===== src/rtl/brn_pkg.sv =====
package brn_pkg;
  localparam logic [2:0] CLS_WIDE   = 3'd5;
  localparam logic [2:0] CLS_NARROW = 3'd6;

  typedef enum logic [3:0] {
    C_JA   = 4'h0, C_EQ   = 4'h1, C_GTU  = 4'h2, C_GEU = 4'h3,
    C_SET  = 4'h4, C_NE   = 4'h5, C_GTS  = 4'h6, C_GES = 4'h7,
    C_CALL = 4'h8, C_EXIT = 4'h9, C_LTU  = 4'ha, C_LEU = 4'hb,
    C_LTS  = 4'hc, C_LES  = 4'hd, C_RSV0 = 4'he, C_RSV1 = 4'hf
  } cond_e;

  localparam logic [1:0] CALL_HELPER_ADDR = 2'd0;
  localparam logic [1:0] CALL_LOCAL       = 2'd1;
  localparam logic [1:0] CALL_HELPER_TID  = 2'd2;

  typedef struct packed {
    logic       is_cond;
    logic       is_ja;
    logic       is_call;
    logic       is_exit;
    logic       illegal;
    logic       use_reg;
    logic       narrow;
    logic [1:0] call_kind;
    cond_e      code;
  } brn_dec_t;
endpackage


===== src/rtl/brn_decode.sv =====
module brn_decode
  import brn_pkg::*;
#(
  parameter int OP_W  = 8,
  parameter int FLD_W = 4
) (
  input  logic [OP_W-1:0]  opcode,
  input  logic [FLD_W-1:0] src_field,
  output brn_dec_t         dec
);
  localparam int CODE_LSB = OP_W - 4;

  logic [2:0] cls;
  cond_e      code;
  logic       cls_ok;
  logic       narrow;
  logic       kind_ok;

  assign cls     = opcode[2:0];
  assign code    = cond_e'(opcode[OP_W-1:CODE_LSB]);
  assign cls_ok  = (cls == CLS_WIDE) || (cls == CLS_NARROW);
  assign narrow  = (cls == CLS_NARROW);
  assign kind_ok = (src_field <= FLD_W'(CALL_HELPER_TID));

  always_comb begin
    dec           = '0;
    dec.code      = code;
    dec.use_reg   = opcode[3];
    dec.narrow    = narrow;
    dec.call_kind = src_field[1:0];
    if (!cls_ok) begin
      dec.illegal = 1'b1;
    end else begin
      unique case (code)
        C_JA: begin
          dec.is_ja   = !narrow;
          dec.illegal = narrow;
        end
        C_CALL: begin
          dec.is_call = !narrow && kind_ok;
          dec.illegal = narrow || !kind_ok;
        end
        C_EXIT: begin
          dec.is_exit = !narrow;
          dec.illegal = narrow;
        end
        C_RSV0, C_RSV1: dec.illegal = 1'b1;
        default:        dec.is_cond = 1'b1;
      endcase
    end
  end
endmodule


===== src/rtl/brn_cond_eval.sv =====
module brn_cond_eval
  import brn_pkg::*;
#(
  parameter int XLEN = 64
) (
  input  logic [XLEN-1:0] opa,
  input  logic [XLEN-1:0] opb,
  input  logic            narrow,
  input  cond_e           code,
  output logic            hit
);
  localparam int HALF = XLEN / 2;

  logic [XLEN-1:0] a_u, b_u, a_s, b_s;
  logic            eq, lt_u, lt_s, any_bit;

  // Narrow class: unsigned view zero-extends the low half, signed view sign-extends it.
  generate
    if (HALF > 0) begin : g_views
      always_comb begin
        if (narrow) begin
          a_u = {{(XLEN-HALF){1'b0}}, opa[HALF-1:0]};
          b_u = {{(XLEN-HALF){1'b0}}, opb[HALF-1:0]};
          a_s = {{(XLEN-HALF){opa[HALF-1]}}, opa[HALF-1:0]};
          b_s = {{(XLEN-HALF){opb[HALF-1]}}, opb[HALF-1:0]};
        end else begin
          a_u = opa;
          b_u = opb;
          a_s = opa;
          b_s = opb;
        end
      end
    end
  endgenerate

  assign eq      = (a_u == b_u);
  assign lt_u    = (a_u < b_u);
  assign lt_s    = ($signed(a_s) < $signed(b_s));
  assign any_bit = |(a_u & b_u);

  always_comb begin
    unique case (code)
      C_EQ:    hit = eq;
      C_NE:    hit = !eq;
      C_SET:   hit = any_bit;
      C_GTU:   hit = !lt_u && !eq;
      C_GEU:   hit = !lt_u;
      C_LTU:   hit = lt_u;
      C_LEU:   hit = lt_u || eq;
      C_GTS:   hit = !lt_s && !eq;
      C_GES:   hit = !lt_s;
      C_LTS:   hit = lt_s;
      C_LES:   hit = lt_s || eq;
      default: hit = 1'b0;
    endcase
  end
endmodule


===== src/rtl/brn_target.sv =====
module brn_target #(
  parameter int PC_W  = 32,
  parameter int OFF_W = 16
) (
  input  logic [PC_W-1:0]  pc,
  input  logic [OFF_W-1:0] offset,
  input  logic             taken,
  output logic [PC_W-1:0]  next_pc
);
  localparam int EXT_W = PC_W - OFF_W;

  logic [PC_W-1:0] seq_pc;
  logic [PC_W-1:0] disp;

  generate
    if (EXT_W > 0) begin : g_ext
      assign disp = {{EXT_W{offset[OFF_W-1]}}, offset};
    end else begin : g_trunc
      assign disp = offset[PC_W-1:0];
    end
  endgenerate

  assign seq_pc  = pc + PC_W'(1);
  assign next_pc = taken ? (seq_pc + disp) : seq_pc;
endmodule


===== src/rtl/brn_resolve.sv =====
module brn_resolve
  import brn_pkg::*;
#(
  parameter int XLEN  = 64,
  parameter int PC_W  = 32,
  parameter int OFF_W = 16,
  parameter int ID_W  = 32
) (
  input  logic             clk,
  input  logic             rst_n,
  input  logic             in_valid,
  output logic             in_ready,
  input  logic [7:0]       in_opcode,
  input  logic [3:0]       in_src_field,
  input  logic [XLEN-1:0]  in_dst_val,
  input  logic [XLEN-1:0]  in_src_val,
  input  logic [XLEN-1:0]  in_imm,
  input  logic [OFF_W-1:0] in_offset,
  input  logic [PC_W-1:0]  in_pc,
  output logic             out_valid,
  input  logic             out_ready,
  output logic             out_taken,
  output logic [PC_W-1:0]  out_next_pc,
  output logic             out_is_call,
  output logic [1:0]       out_call_kind,
  output logic [ID_W-1:0]  out_helper_id,
  output logic             out_is_exit,
  output logic             out_illegal
);
  brn_dec_t        dec;
  logic [XLEN-1:0] opb;
  logic            hit;
  logic            taken;
  logic [PC_W-1:0] next_pc;
  logic            accept;

  brn_decode #(.OP_W(8), .FLD_W(4)) u_dec (
    .opcode    (in_opcode),
    .src_field (in_src_field),
    .dec       (dec)
  );

  assign opb = dec.use_reg ? in_src_val : in_imm;

  brn_cond_eval #(.XLEN(XLEN)) u_cmp (
    .opa    (in_dst_val),
    .opb    (opb),
    .narrow (dec.narrow),
    .code   (dec.code),
    .hit    (hit)
  );

  assign taken = dec.is_ja
              || (dec.is_call && (dec.call_kind == CALL_LOCAL))
              || (dec.is_cond && hit);

  brn_target #(.PC_W(PC_W), .OFF_W(OFF_W)) u_tgt (
    .pc      (in_pc),
    .offset  (in_offset),
    .taken   (taken),
    .next_pc (next_pc)
  );

  assign in_ready = !out_valid || out_ready;
  assign accept   = in_valid && in_ready;

  always_ff @(posedge clk) begin
    if (!rst_n) begin
      out_valid     <= 1'b0;
      out_taken     <= 1'b0;
      out_next_pc   <= '0;
      out_is_call   <= 1'b0;
      out_call_kind <= '0;
      out_helper_id <= '0;
      out_is_exit   <= 1'b0;
      out_illegal   <= 1'b0;
    end else begin
      if (accept) begin
        out_valid     <= 1'b1;
        out_taken     <= taken;
        out_next_pc   <= next_pc;
        out_is_call   <= dec.is_call;
        out_call_kind <= dec.is_call ? dec.call_kind : 2'd0;
        out_helper_id <= dec.is_call ? in_imm[ID_W-1:0] : '0;
        out_is_exit   <= dec.is_exit;
        out_illegal   <= dec.illegal;
      end else if (out_ready) begin
        out_valid <= 1'b0;
      end
    end
  end


  stall_hold_chk: assert property (@(posedge clk) disable iff (!rst_n)
    out_valid && !out_ready |=> out_valid && $stable(out_taken) && $stable(out_next_pc)
      && $stable(out_is_call) && $stable(out_is_exit) && $stable(out_illegal));


  stall_block_chk: assert property (@(posedge clk) disable iff (!rst_n)
    out_valid && !out_ready |-> !in_ready);


  illegal_quiet_chk: assert property (@(posedge clk) disable iff (!rst_n)
    out_valid && out_illegal |-> !out_taken && !out_is_call && !out_is_exit);


  exit_fallthru_chk: assert property (@(posedge clk) disable iff (!rst_n)
    out_valid && out_is_exit |-> !out_taken);


  narrow_ctl_chk: assert property (@(posedge clk) disable iff (!rst_n)
    accept && in_opcode[2:0] == 3'd6
      && (in_opcode[7:4] == 4'h0 || in_opcode[7:4] == 4'h8 || in_opcode[7:4] == 4'h9)
      |=> out_valid && out_illegal);


  ja_taken_chk: assert property (@(posedge clk) disable iff (!rst_n)
    accept && in_opcode[7:4] == 4'h0 && in_opcode[2:0] == 3'd5 |=> out_valid && out_taken);
endmodule


===== config.mk =====
export PLATFORM = sky130hd
export DESIGN_NAME = brn_resolve
export DESIGN_NICKNAME = d
export VERILOG_FILES = /design/src/rtl/brn_pkg.sv /design/src/rtl/brn_decode.sv /design/src/rtl/brn_cond_eval.sv /design/src/rtl/brn_target.sv /design/src/rtl/brn_resolve.sv
export SDC_FILE = /design/constraint.sdc
export NUM_CORES = 1
export LEC_CHECK = 0
export BUFFER_PORTS_ARGS = -buffer_cell sky130_fd_sc_hd__buf_4
export CAP_MARGIN = 10
export CORE_UTILIZATION = 55
export CTS_CLUSTER_SIZE = 8
export DETAILED_ROUTE_END_ITERATION = 16
export PLACE_DENSITY = 0.86
export SLEW_MARGIN = 15
export SYNTH_ARGS = -nofsm -noshare
export SYNTH_HDL_FRONTEND = slang
export SYNTH_SLANG_ARGS = --single-unit

===== constraint.sdc =====
create_clock -name clk -period 7 [get_ports clk]
set_input_delay 1.4 -clock clk [delete_from_list [all_inputs] [get_ports clk]]
set_output_delay 1.4 -clock clk [all_outputs]
set_load 0.03 [all_outputs]

==> results of run 1 <==
registers in the layout (all words and copies together) (netlist names):
signal	cells
out_valid	1
out_next_pc	32
out_helper_id	32
out_illegal	1
out_taken	1
out_is_exit	1
out_call_kind	2
out_is_call	1
layer usage:
metal  global-route usage  up-vias  share of wire
met5                    0        -              0
met4               0.1660        0          0.041
li1                     -     5249              -
met1               0.3966     5114           0.40
met3              0.05911      101          0.067
met2               0.6307      461           0.49
per-stage QoR:
step / worst slack, ns / power, W / hold slack [ns] / std cells / util
final: 1.383 / 0.001741 / 0.4619 / 1819 / 0.7352
after global routing: 0.9546 / 0.001840 / 0.4700 / 1819 / 0.7352
after CTS: 1.458 / 0.001735 / 0.4605 / 1819 / 0.7352
after detailed placement: 1.095 / 0.001220 / 0.4511 / 1803 / 0.7166
after global placement: 1.235 / 0.001200 / 0.4452 / 1803 / 0.7166
after floorplan: 1.956 / 0.0009349 / 0.5800 / 1298 / -
cells in the mapped netlist (all sizes together), types with 10 or more instances:
cell type / instances / area share
a311oi: 14 / 0.018
a21o: 16 / 0.012
dfxtp: 71 / 0.14
ha: 192 / 0.24
a21oi: 63 / 0.033
o21ai: 67 / 0.034
xnor2: 40 / 0.036
mux2i: 64 / 0.065
o21a: 10 / 0.0076
nand2b: 10 / 0.0064
nand2: 122 / 0.047
xor2: 19 / 0.017
inv: 109 / 0.042
nor4: 28 / 0.019
a22oi: 35 / 0.027
clkbuf: 40 / 0.015
nor2: 145 / 0.056
nand3: 53 / 0.027
a31oi: 29 / 0.018
buf: 17 / 0.0095
nand4: 45 / 0.029
final timing paths:
| check | start | endpoint | slack (ns) | depth (start not counted) |
|---|---|---|---|---|
| max | in_pc[3] | out_next_pc[28] | 1.38 | 17 |
| min | out_is_exit | out_is_exit | 0.46 | 2 |
| max reg2reg | out_valid | out_helper_id[14] | 4.35 | 7 |
| min reg2reg | out_is_exit | out_is_exit | 0.46 | 2 |
tightest hold or removal path: stages (launching register included):
cell	delay [ns]
sky130_fd_sc_hd__dfxtp_1	0.31
sky130_fd_sc_hd__nand2_1	0.05
sky130_fd_sc_hd__a21oi_1	0.05
cell type report:
class                      instances  area share
tap                              225     0.02206
clock inverter                     7    0.007649
multi-input combinational       1061      0.6089
inverter                         109     0.03207
timing repair buffer             337      0.2002
sequential                        71      0.1114
clock buffer                       9     0.01765
power by group:
part           total, W  switching (W)  internal (W)
sequential     0.000433      0.0000112      0.000422
clock          0.000514       0.000201      0.000313
combinational  0.000793       0.000444      0.000349
total           0.00174       0.000656       0.00108
kinds of logic (layout without fill, tap and decap cells):
group           count (synthesis)  in the layout  synth area share
fa+ha+maj                     193            193            0.2464
xor+xnor                       59             59           0.05256
simple gates                  448            448            0.2158
mux                            65             65           0.06630
compound gates                296            296            0.2079
flops                          71             71            0.1446
buf+inv                       166            462           0.06643
==> results.md, run 1 <==
| Group | Item | This run |
|:---|:---|:---|
| clock network | Num CTS Buffers | 9 |
| worst setup path | Category of the critical setup timing path | input pin to flip-flop |
| worst setup path | Required time reported for the critical path endpoint | 7.25 ns |
| final layout | Layout area overhead | 29.78% |
| global route | Pin count of the biggest net entering global routing | 68 |
| drt | Detail-routed net length per standard cell | 17.89 um |
| timing | Setup-failing EPs final | 0 |
| clock network | CTS Hold Buffers Added | 0 |
| logic synthesis | Distinct cell type count of the synthesized netlist | 76 |
| clock network | TritonCTS clock tree | yes |
| pwr | Largest voltage drop on the vdd net | 0.1204 mV |
| logic synthesis | Synth Net Count | 1747 |
| placed design | Global placer's final weighted congestion | 0.9354 |
| worst setup path | Worst Path Max Fanout | 7 |
| clock network | Sink Count | 71 |
| timing | Ratio of final minimum period to clock period | 0.8024 |
| timing | Fin. max-slew vios | 0 |
| worst setup path | Critical path cell sequence | buf_4 > and4_1 > nand4_1 > nor3_1 > nand2_1 > xnor2_1 > ha_1 > a21o_1 > a31o_1 > a221o_1 > nor4b_1 > nor2_1 > a31oi_1 > nor2b_1 > xnor2_1 > o21ai_1 > a311oi_2 |
| worst setup path | Cell family with most CP delay | simple AND/OR/NAND/NOR gates |
| logic synthesis | Share of the yosys chip area belonging to registers | 0.1446 |
| placed design | Standard cell area after detailed placement | 12440 um^2 |
| timing | Unrepaired setup endpoints after global routing | false |
| timing | Worst slew slack as a fraction of its limit | 0.2314 |
| logic synthesis | Post-synthesis sequential element count | 71 |
| die | Boundary Pins | 328 |
| final layout | Multi-input gate area in the final layout | 7770 um^2 |
| worst setup path | Kind of end point of the critical path | flip-flop |
| drt | Detail-routed via count per cell | 6.006 |
| logic synthesis | EDFF count, synth | 0 |
| global route | Wire length of the first global-routing pass | 51760 um |
| final layout | Final Cell Area | 12760 um^2 |
| final layout | Total Nets Final | 2038 |
| worst setup path | Buffering stage count on the worst path with inverters included | 1 |
| timing | Clock Skew | 0.005049 ns |
| worst setup path | Slowest stage cell, crit path | sky130_fd_sc_hd__nor3_1 |
| die | Die footprint | 18410 um^2 |
| final layout | Filler cell count | 1430 |
| worst setup path | Longest individual stage delay on the worst path | 0.80 ns |
| timing | Final-layout setup total negative slack | 0 ns |
| clock network | Post-cts repair resize count | 0 |
| clock network | Total number of H-tree levels | 3 |
| clock network | Clock root cell | sky130_fd_sc_hd__clkbuf_16 |
| logic synthesis | Post-synthesis average cell area | 7.575 um^2 |
| timing | FMAX | 178.0 MHz |
| logic synthesis | Post-Synthesis Cells | 1298 |
| clock network | Setup Buffers After CTS | 0 |
| die | Die width | 135.7 um |
| pwr | Power per cell area | 136.4 nW/um^2 |
| drt | Antenna-violating nets left | 0 |
| die | Die Y-Extent | 135.7 um |
| drt | Number of violations reported at the end of detailed-routing iteration 0 | 758 |
| global route | Overflow left after global routing | 0 |
| clock network | Skew-Pair Late Insertion Delay | 0.34 ns |
| flow run | MaxCap Viol Count | 0 |
| clock network | Clock Path Buffers | 2 |
| worst setup path | Crit path DAT | 5.87 ns |
| global route | Number of antenna violations at the first check in global routing | 0 |
| run status | Outcome | finished, final reports clean |
| final layout | Fraction of final layout cells with drive strength greater than 1 | 0.2403 |
| logic synthesis | Most instantiated flip-flop cell in the synthesis netlist | sky130_fd_sc_hd__dfxtp_1 |
| logic synthesis | Synth warn | 0 |
| drt | Aggregate routed wire length | 32550 um |
| timing | Worst Max-Slew Pin Slew | 1.151 ns |
| die | Initial cell density of the core | 0.5665 |
| drt | Number of iterations in the first detailed-routing pass | 6 |
| die | Standard-cell rows | 48 |
| logic synthesis | Post-synth design cell area | 9832 um^2 |
| drt | Count of unresolved DRC violations after routing | 0 |
| global route | Number of global-route vias before repair | 10830 |
| placed design | Number of port buffers | 327 |
| global route | GRT Resource Usage Total | 0.3498 |
| final layout | Diodes inserted | 0 |
| pwr | Cell leakage power | 6.522 nW |
| final layout | Sequential standard cell area | 1421 um^2 |
| timing | Crit path time final | 5.617 ns |
| clock network | Clock edge transition at the registers on the reported setup and hold paths | 0.06 ns |
| min path | Class of the most critical hold timing path | flip-flop to flip-flop |
| final layout | Commonest cells after routing, fill and taps aside | 335 x sky130_fd_sc_hd__buf_4, 192 x sky130_fd_sc_hd__ha_1, 143 x sky130_fd_sc_hd__nor2_1 |
| worst setup path | Cell repeated most along the worst path | sky130_fd_sc_hd__xnor2_1 |
| timing | Number of hold violations in the final report | 0 |
| drt | Detailed-route via count | 10930 |
| final layout | Most frequent standard cell in the layout excluding fill and tap cells | sky130_fd_sc_hd__buf_4 |
| die | Core region area | 17360 um^2 |
| placed design | Hpwl dp | 26050 um |
| logic synthesis | Share of synthesized flip-flops with an asynchronous set or reset | 0 |
| worst setup path | Critical Path Start Type | input pin |
Note: power is estimated with default switching activity, not from simulation.
==> run 2: changes to the inputs <==
Settings changed: CORE_UTILIZATION 55 to 48, PLACE_DENSITY 0.86 to 0.8.
Clock period 7 ns to 5 ns, I/O delays scaled along.
==> run 2 against run 1 <==
  * Critical endpoint unchanged
  * Final cell count rose by 3.5%
  * Clock skew is 0.0049 ns higher
  * Hold slack lost 0.0012 ns
  * Sequential power is 40% higher
  * Highest routed layer unchanged
  * Die area grew 14%
==> results.md, run 2 (synthesis results as in run 1) <==
| Group | Item | This run | Change |
|:---|:---|:---|:---|
| run status | Outcome | finished, final reports clean |  |
| worst setup path | Kind of end point of the critical path | flip-flop |  |
| global route | Number of antenna violations at the first check in global routing | 0 | unchanged |
| worst setup path | Critical Path Start Type | input pin |  |
| pwr | Sequential Power Share | 0.249 | about the same |
| worst setup path | Reg2Reg Depth | 6 | -1 |
| min path | Worst hold path endpoint | out_is_exit |  |
| die | Standard-cell rows | 51 | +6.3% |
| timing | Worst Max-Slew Pin Slew | 0.7646 ns | -0.3867 ns |
| pwr | Net switching fraction of the power | 0.3880 | +0.01083 |
| final layout | Layout area overhead | 32.32% |  |
| clock network | Clock root cell | sky130_fd_sc_hd__clkbuf_16 |  |
| die | Die Y-Extent | 145.1 um | +6.9% |
| die | Die width | 145.1 um | +6.9% |
| final layout | Diodes inserted | 0 | unchanged |
| timing | Clock Skew | 0.009956 ns | +0.004907 ns |
| placed design | Standard cell area after detailed placement | 12690 um^2 | +2.1% |
| worst setup path | Endpoint of the lowest-slack register-to-register path | out_helper_id[22] |  |
| worst setup path | Category of the critical setup timing path | input pin to flip-flop |  |
| clock network | Num CTS Buffers | 9 | unchanged |
| worst setup path | Required time reported for the critical path endpoint | 5.26 ns | -1.99 ns |
| drt | Detail-routed via count per cell | 5.792 | -3.6% |
| drt | Met1 layer wirelength in the final routing | 13490 um | +4.0% |
| drt | Number of iterations in the first detailed-routing pass | 5 | -1 |
| placed design | DP Cell Count | 1867 | +3.5% |
| timing | Setup-failing EPs final | 0 | unchanged |
| timing | Post-Route Hold Slack | 0.4608 ns | -0.001175 ns |
| min path | Class of the most critical hold timing path | flip-flop to flip-flop |  |
| final layout | Total Nets Final | 2062 | +1.2% |
| pwr | Portion of total power attributed to the clock network | 0.287 | -0.008 |
| global route | Overflow left after global routing | 0 | unchanged |
| drt | Amount of wire on met2 after detailed routing | 16650 um | +3.7% |
| final layout | Most frequent standard cell in the layout excluding fill and tap cells | sky130_fd_sc_hd__buf_4 |  |
| drt | Aggregate routed wire length | 33960 um | +4.4% |
| final layout | Biggest registers after layout | out_helper_id (32), out_next_pc (32), out_call_kind (2) |  |
| timing | Crit path time final | 4.698 ns |  |
| clock network | Skew-Pair Late Insertion Delay | 0.35 ns | about the same |
| final layout | Commonest cells after routing, fill and taps aside | 357 x sky130_fd_sc_hd__buf_4, 192 x sky130_fd_sc_hd__ha_1, 143 x sky130_fd_sc_hd__nor2_1 |  |
| drt | Number of violations reported at the end of detailed-routing iteration 0 | 708 | -6.6% |
| die | Initial cell density of the core | 0.4970 | -0.06944 |
| worst setup path | Reg-to-Reg Start | out_valid |  |
| timing | Unrepaired setup endpoints after global routing | false |  |
| min path | Number of cells traversed by the worst hold path | 2 | unchanged |
| worst setup path | Worst Path Max Fanout | 7 | unchanged |
| pwr | Internal portion of total power | 0.001491 W | +38% |
| drt | Antenna-violating nets left | 0 | unchanged |
| drt | Total met3 wirelength after detailed routing | 2333 um | +6.8% |
| pwr | Power per cell area | 187.3 nW/um^2 | +37% |
| timing | FMAX | 212.8 MHz |  |
| timing | Ratio of final minimum period to clock period | 0.9397 |  |
| drt | Highest routed metal layer | met4 |  |
| worst setup path | Register-to-register setup slack | 2.92 ns | -1.43 ns |
| clock network | Clock edge transition at the registers on the reported setup and hold paths | 0.06 ns | about the same |
| flow run | MaxCap Viol Count | 0 | unchanged |
| drt | Detail-routed net length per standard cell | 18.04 um | +0.80% |
| drt | Count of unresolved DRC violations after routing | 0 | unchanged |
| clock network | CTS Hold Buffers Added | 0 | unchanged |
| placed design | Global placer's final weighted congestion | 0.9142 | -2.3% |
| die | Core region area | 19780 um^2 | +14% |
| timing | Number of hold violations in the final report | 0 | unchanged |
| min path | Worst hold start | out_is_exit |  |
| final layout | Final cell count without fillers | 1883 | +3.5% |
| placed design | Hpwl dp | 27930 um | +7.2% |
| global route | Number of global-route vias before repair | 10840 | +0.055% |
| final layout | Multi-input gate area in the final layout | 7777 um^2 | about the same |
| final layout | Fraction of final layout cells with drive strength greater than 1 | 0.2515 | +0.01127 |
| final layout | Sequential standard cell area | 1421 um^2 | unchanged |
| pwr | Net switching component of the power | 0.0009452 W | +44% |
| timing | Fin. max-slew vios | 0 | unchanged |
| clock network | Clock Path Buffers | 2 | unchanged |
| global route | GRT Resource Usage Total | 0.3163 | -0.03346 |
| global route | Wire length of the first global-routing pass | 53920 um | +4.2% |
| clock network | Sink Count | 71 | unchanged |
| clock network | TritonCTS clock tree | yes |  |
| final layout | Final Cell Area | 13010 um^2 | +2.0% |
| final layout | Filler cell count | 1756 | +23% |
| clock network | Setup Buffers After CTS | 0 | unchanged |
| pwr | Cell leakage power | 6.645 nW | +1.9% |
| global route | Pin count of the biggest net entering global routing | 37 | -46% |
| worst setup path | Crit path DAT | 4.96 ns | -0.91 ns |
| pwr | Tot Pwr | 0.002436 W | +40% |
| placed design | Number of port buffers | 327 | unchanged |
| die | Boundary Pins | 328 | unchanged |
| clock network | Total number of H-tree levels | 3 | unchanged |
| die | Die footprint | 21060 um^2 | +14% |
| pwr | Largest voltage drop on the vdd net | 0.1593 mV | +32% |
| timing | Worst slew slack as a fraction of its limit | 0.4885 | +0.2571 |
| pwr | Combinational group share of total power | 0.464 | +0.008 |
| drt | Detailed-route via count | 10910 | -0.17% |
-- run 2: cell count changes in the layout (fill, tap and decap cells not counted), sizes merged --
cell / change
inv: +4
clkinv: -3
bufinv: -1
buf: +24
-- run 2: cell type report --
cell class | count | share of cell area
inverters | 109 | 0.03145
well taps | 265 | 0.02549
multi-input cells | 1061 | 0.5978
repair buffers | 361 | 0.2122
flip-flops and latches | 71 | 0.1093
clock inverters | 7 | 0.006540
clock buffers | 9 | 0.01731
-- run 2: how the worst max path moves through the flow --
stage / startpoint / endpoint / cells past startpoint
after floorplan: in_opcode[3] / out_next_pc[31] / 18
after global placement: in_pc[2] / out_next_pc[31] / 16
after detailed placement: in_opcode[3] / out_next_pc[14] / 14
after CTS: in_opcode[3] / out_next_pc[8] / 14
after global routing: in_pc[3] / out_next_pc[31] / 16
final: in_pc[2] / out_next_pc[28] / 19
-- run 2: worst max-delay path, cell delays in order --
cell and delay [ns]:
sky130_fd_sc_hd__buf_4 0.11, sky130_fd_sc_hd__and4_1 0.27, sky130_fd_sc_hd__nand4_1 0.20, sky130_fd_sc_hd__nor3_1 0.27, sky130_fd_sc_hd__buf_4 0.22, sky130_fd_sc_hd__nand2_1 0.09
sky130_fd_sc_hd__xnor2_1 0.23, sky130_fd_sc_hd__ha_1 0.35, sky130_fd_sc_hd__a21o_1 0.22, sky130_fd_sc_hd__a31o_1 0.19, sky130_fd_sc_hd__a221o_1 0.32, sky130_fd_sc_hd__nor4b_1 0.37
sky130_fd_sc_hd__buf_4 0.19, sky130_fd_sc_hd__nor2_1 0.05, sky130_fd_sc_hd__a31oi_1 0.22, sky130_fd_sc_hd__nor2b_1 0.19, sky130_fd_sc_hd__xnor2_1 0.13, sky130_fd_sc_hd__o21ai_1 0.09
sky130_fd_sc_hd__a311oi_2 0.26
-- run 2: through the flow --
| stage | setup TNS (ns) | setup WS (ns) | utilization |
|---|---|---|---|
| CTS | 0 | 0.3082 | 0.6573 |
| global route | 0 | 0.07043 | 0.6577 |
| detailed placement | -0.3963 | -0.06666 | 0.6416 |
| global placement | 0 | 0.02892 | 0.6416 |
| finish | 0 | 0.3015 | 0.6577 |
| floorplan | 0 | 0.3556 | - |
-- run 2: power by group through the flow --
stage | logic, W | registers [W] | clock network (W)
final | 0.00113 | 0.000607 | 0.000699
after global routing | 0.00124 | 0.000609 | 0.000734
after CTS | 0.00112 | 0.000606 | 0.000704
after detailed placement | 0.00111 | 0.000618 | 0
after global placement | 0.00108 | 0.000618 | 0
after floorplan | 0.000647 | 0.000662 | 0
-- run 2: repair_timing --
| action | CTS | global route |
|---|---|---|
| hold endpoints to repair | 0 | 0 |
| setup endpoints to repair | 0 | 3 |
| resized for setup | 0 | 1 |
-- run 2: layer usage --
metal,track usage,vias to the layer above
li1,-,5296
met1,0.3649,5088
met3,0.04843,87
met2,0.5673,435
met4,0.1516,0
met5,0,-
==> run 3: changes to the inputs <==
Settings changed: PLACE_DENSITY 0.8 to 0.9.
==> run 3 against run 2 <==
  * Flip-flop and latch count did not move
  * Die area unchanged
  * Cell area grew 0.21%
  * Setup slack improved by 0.067 ns
  * Combinational power about the same
  * First-iteration DRC count up 4.8%
  * Global-route usage fell by 0.25 points
  * Fmax rose by 1.4%
  * Critical path type unchanged
  * Register-to-register slack worse by 0.05 ns
  * Largest power group unchanged
==> results.md, run 3 (synthesis results as in run 1) <==
| Group | Item | This run | Change |
|:---|:---|:---|:---|
| timing | Clock Skew | 0.006274 ns | -0.003681 ns |
| global route | Number of antenna violations at the first check in global routing | 0 | unchanged |
| clock network | CTS Hold Buffers Added | 0 | unchanged |
| die | Die Y-Extent | 145.1 um | unchanged |
| die | Die footprint | 21060 um^2 | unchanged |
| final layout | Fraction of final layout cells with drive strength greater than 1 | 0.2500 | -0.001545 |
| clock network | Skew-Pair Late Insertion Delay | 0.34 ns | about the same |
| die | Die width | 145.1 um | unchanged |
| placed design | Hpwl dp | 27290 um | -2.3% |
| pwr | Largest voltage drop on the vdd net | 0.1507 mV | -5.4% |
| worst setup path | Required time reported for the critical path endpoint | 5.25 ns | about the same |
| placed design | DP Cell Count | 1861 | -0.32% |
| placed design | Number of port buffers | 327 | unchanged |
| worst setup path | Category of the critical setup timing path | input pin to flip-flop |  |
| pwr | Cell leakage power | 6.646 nW | about the same |
| final layout | Commonest cells after routing, fill and taps aside | 348 x sky130_fd_sc_hd__buf_4, 192 x sky130_fd_sc_hd__ha_1, 143 x sky130_fd_sc_hd__nor2_1 |  |
| pwr | Power per cell area | 191.4 nW/um^2 | +2.2% |
| clock network | Clock root cell | sky130_fd_sc_hd__clkbuf_16 |  |
| final layout | Most frequent standard cell in the layout excluding fill and tap cells | sky130_fd_sc_hd__buf_4 |  |
| timing | Number of hold violations in the final report | 0 | unchanged |
| pwr | Portion of total power attributed to the clock network | 0.304 | +0.017 |
| worst setup path | Kind of end point of the critical path | flip-flop |  |
| worst setup path | Longest individual stage delay on the worst path | 0.43 ns | +0.06 ns |
| worst setup path | Crit path DAT | 4.88 ns | -0.08 ns |
| drt | Number of iterations in the first detailed-routing pass | 5 | unchanged |
| run status | Outcome | finished, final reports clean |  |
| global route | Number of global-route vias before repair | 10830 | -0.028% |
| clock network | Sink Count | 71 | unchanged |
| timing | Final-layout setup total negative slack | 0 ns | unchanged |
| worst setup path | Reg2Reg Depth | 6 | unchanged |
| final layout | Biggest registers after layout | out_helper_id (32), out_next_pc (32), out_call_kind (2) |  |
| clock network | TritonCTS clock tree | yes |  |
| clock network | Clock edge transition at the registers on the reported setup and hold paths | 0.06 ns | about the same |
| pwr | Net switching component of the power | 0.0009152 W | -3.2% |
| worst setup path | Buffering stage count on the worst path with inverters included | 1 | -2 |
| placed design | Global placer's final weighted congestion | 0.9962 | +9.0% |
| min path | Number of cells traversed by the worst hold path | 2 | unchanged |
| die | Boundary Pins | 328 | unchanged |
| drt | Detail-routed via count per cell | 5.826 | +0.60% |
| timing | Worst slew slack as a fraction of its limit | 0.4518 | -0.03665 |
| timing | FMAX | 215.9 MHz | +1.4% |
| die | Initial cell density of the core | 0.4970 | unchanged |
| final layout | Final cell count without fillers | 1877 | -0.32% |
| clock network | Setup Buffers After CTS | 0 | unchanged |
| worst setup path | Critical path cell sequence | buf_4 > and4_1 > nand4_1 > nor2_1 > nand3_1 > xnor2_1 > ha_1 > nand4_1 > nor4_1 > o2111ai_1 > nand3_1 > a221o_1 > nand2b_1 > a311oi_1 > xor2_1 > o21ai_1 > a311oi_2 |  |
| timing | Unrepaired setup endpoints after global routing | false |  |
| clock network | Num CTS Buffers | 9 | unchanged |
| global route | Wire length of the first global-routing pass | 53940 um | about the same |
| final layout | Layout area overhead | 32.60% |  |
| timing | Setup-failing EPs final | 0 | unchanged |
| global route | GRT Resource Usage Total | 0.3138 | -0.002539 |
| timing | Ratio of final minimum period to clock period | 0.9264 | -0.01331 |
| worst setup path | Slowest stage cell, crit path | sky130_fd_sc_hd__ha_1 |  |
| min path | Class of the most critical hold timing path | flip-flop to flip-flop |  |
| worst setup path | Worst Path Max Fanout | 6 | -1 |
| worst setup path | Critical Path Start Type | input pin |  |
| drt | Detail-routed net length per standard cell | 17.90 um | -0.76% |
| timing | Fin. max-slew vios | 0 | unchanged |
| clock network | Clock Path Buffers | 2 | unchanged |
| worst setup path | Instance count on the critical path | 17 | -2 |
| pwr | Net switching fraction of the power | 0.3668 | -0.02120 |
| drt | Number of violations reported at the end of detailed-routing iteration 0 | 742 | +4.8% |
| pwr | Sequential Power Share | 0.243 | -0.006 |
| drt | Count of unresolved DRC violations after routing | 0 | unchanged |
| pwr | Combinational group share of total power | 0.452 | -0.012 |
| final layout | Diodes inserted | 0 | unchanged |
| timing | Worst Max-Slew Pin Slew | 0.8194 ns | +0.05478 ns |
| final layout | Total Nets Final | 2056 | -0.29% |
| global route | Overflow left after global routing | 0 | unchanged |
| drt | Antenna-violating nets left | 0 | unchanged |
| clock network | Total number of H-tree levels | 3 | unchanged |
| timing | Crit path time final | 4.632 ns | -0.06657 ns |
| die | Standard-cell rows | 51 | unchanged |
| flow run | MaxCap Viol Count | 0 | unchanged |
| die | Core region area | 19780 um^2 | unchanged |
| pwr | Internal portion of total power | 0.001580 W | +6.0% |
| global route | Pin count of the biggest net entering global routing | 45 | +22% |
| drt | Aggregate routed wire length | 33590 um | -1.1% |
| worst setup path | Cell family with most CP delay | simple AND/OR/NAND/NOR gates |  |
| drt | Detailed-route via count | 10940 | +0.28% |
==> run 3: tightest hold or removal path, stage by stage (launching register included) <==
cell and delay, ns:
sky130_fd_sc_hd__dfxtp_1 0.31, sky130_fd_sc_hd__nand2_1 0.05, sky130_fd_sc_hd__a21oi_1 0.05
==> run 3: stage by stage <==
step	utilization	area [um^2]	setup WS [ns]	total power [W]	hold slack [ns]
6_report	0.6591	13040	0.3681	0.002495	0.4555
5_1_grt	0.6591	13040	0.01563	0.002655	0.4795
4_1_cts	0.6587	13030	0.2332	0.002492	0.4590
3_5_place_dp	0.6412	12680	-0.1129	0.001727	0.4484
3_3_place_gp	0.6412	12680	0.03317	0.001702	0.4492
2_1_floorplan	-	9832	0.3556	0.001309	0.5800
==> run 3: final cells by class <==
cell class,count,area [um^2]
clock buffer,9,225.2
clock inverter,7,120.1
fill,1615,6744
inverter,109,409.1
multi-input combinational,1061,7777
sequential,71,1421
tap,265,331.6
timing repair buffer,355,2753
==> run 3: per-layer routing <==
| layer | GRT usage | routed length (um) | vias to the layer above |
|---|---|---|---|
| met5 | 0 | 0 | - |
| met4 | 0.1363 | 1416 | 0 |
| met3 | 0.04245 | 2298 | 89 |
| met2 | 0.5514 | 16340 | 491 |
| met1 | 0.3796 | 13540 | 5047 |
| li1 | - | - | 5309 |
==> run 3: power groups by stage <==
stage | clock network [W] | logic [W] | registers (W)
floorplan | 0 | 0.000647 | 0.000662
detailed placement | 0 | 0.00111 | 0.000618
finish | 0.000760 | 0.00113 | 0.000607
global route | 0.000799 | 0.00125 | 0.000608
CTS | 0.000769 | 0.00112 | 0.000606
global placement | 0 | 0.00108 | 0.000618
==> run 3: timing repair <==
action | 4_1_cts | 5_1_grt
resized for setup | 0 | 2
setup endpoints to repair | 0 | 29
hold endpoints to repair | 0 | 0
==> run 3: final timing paths <==
kind,from,endpoint,slack [ns]
max,in_pc[2],out_next_pc[27],0.37
max reg2reg,out_valid,out_helper_id[20],2.87
min reg2reg,out_is_exit,out_is_exit,0.46
min,out_is_exit,out_is_exit,0.46
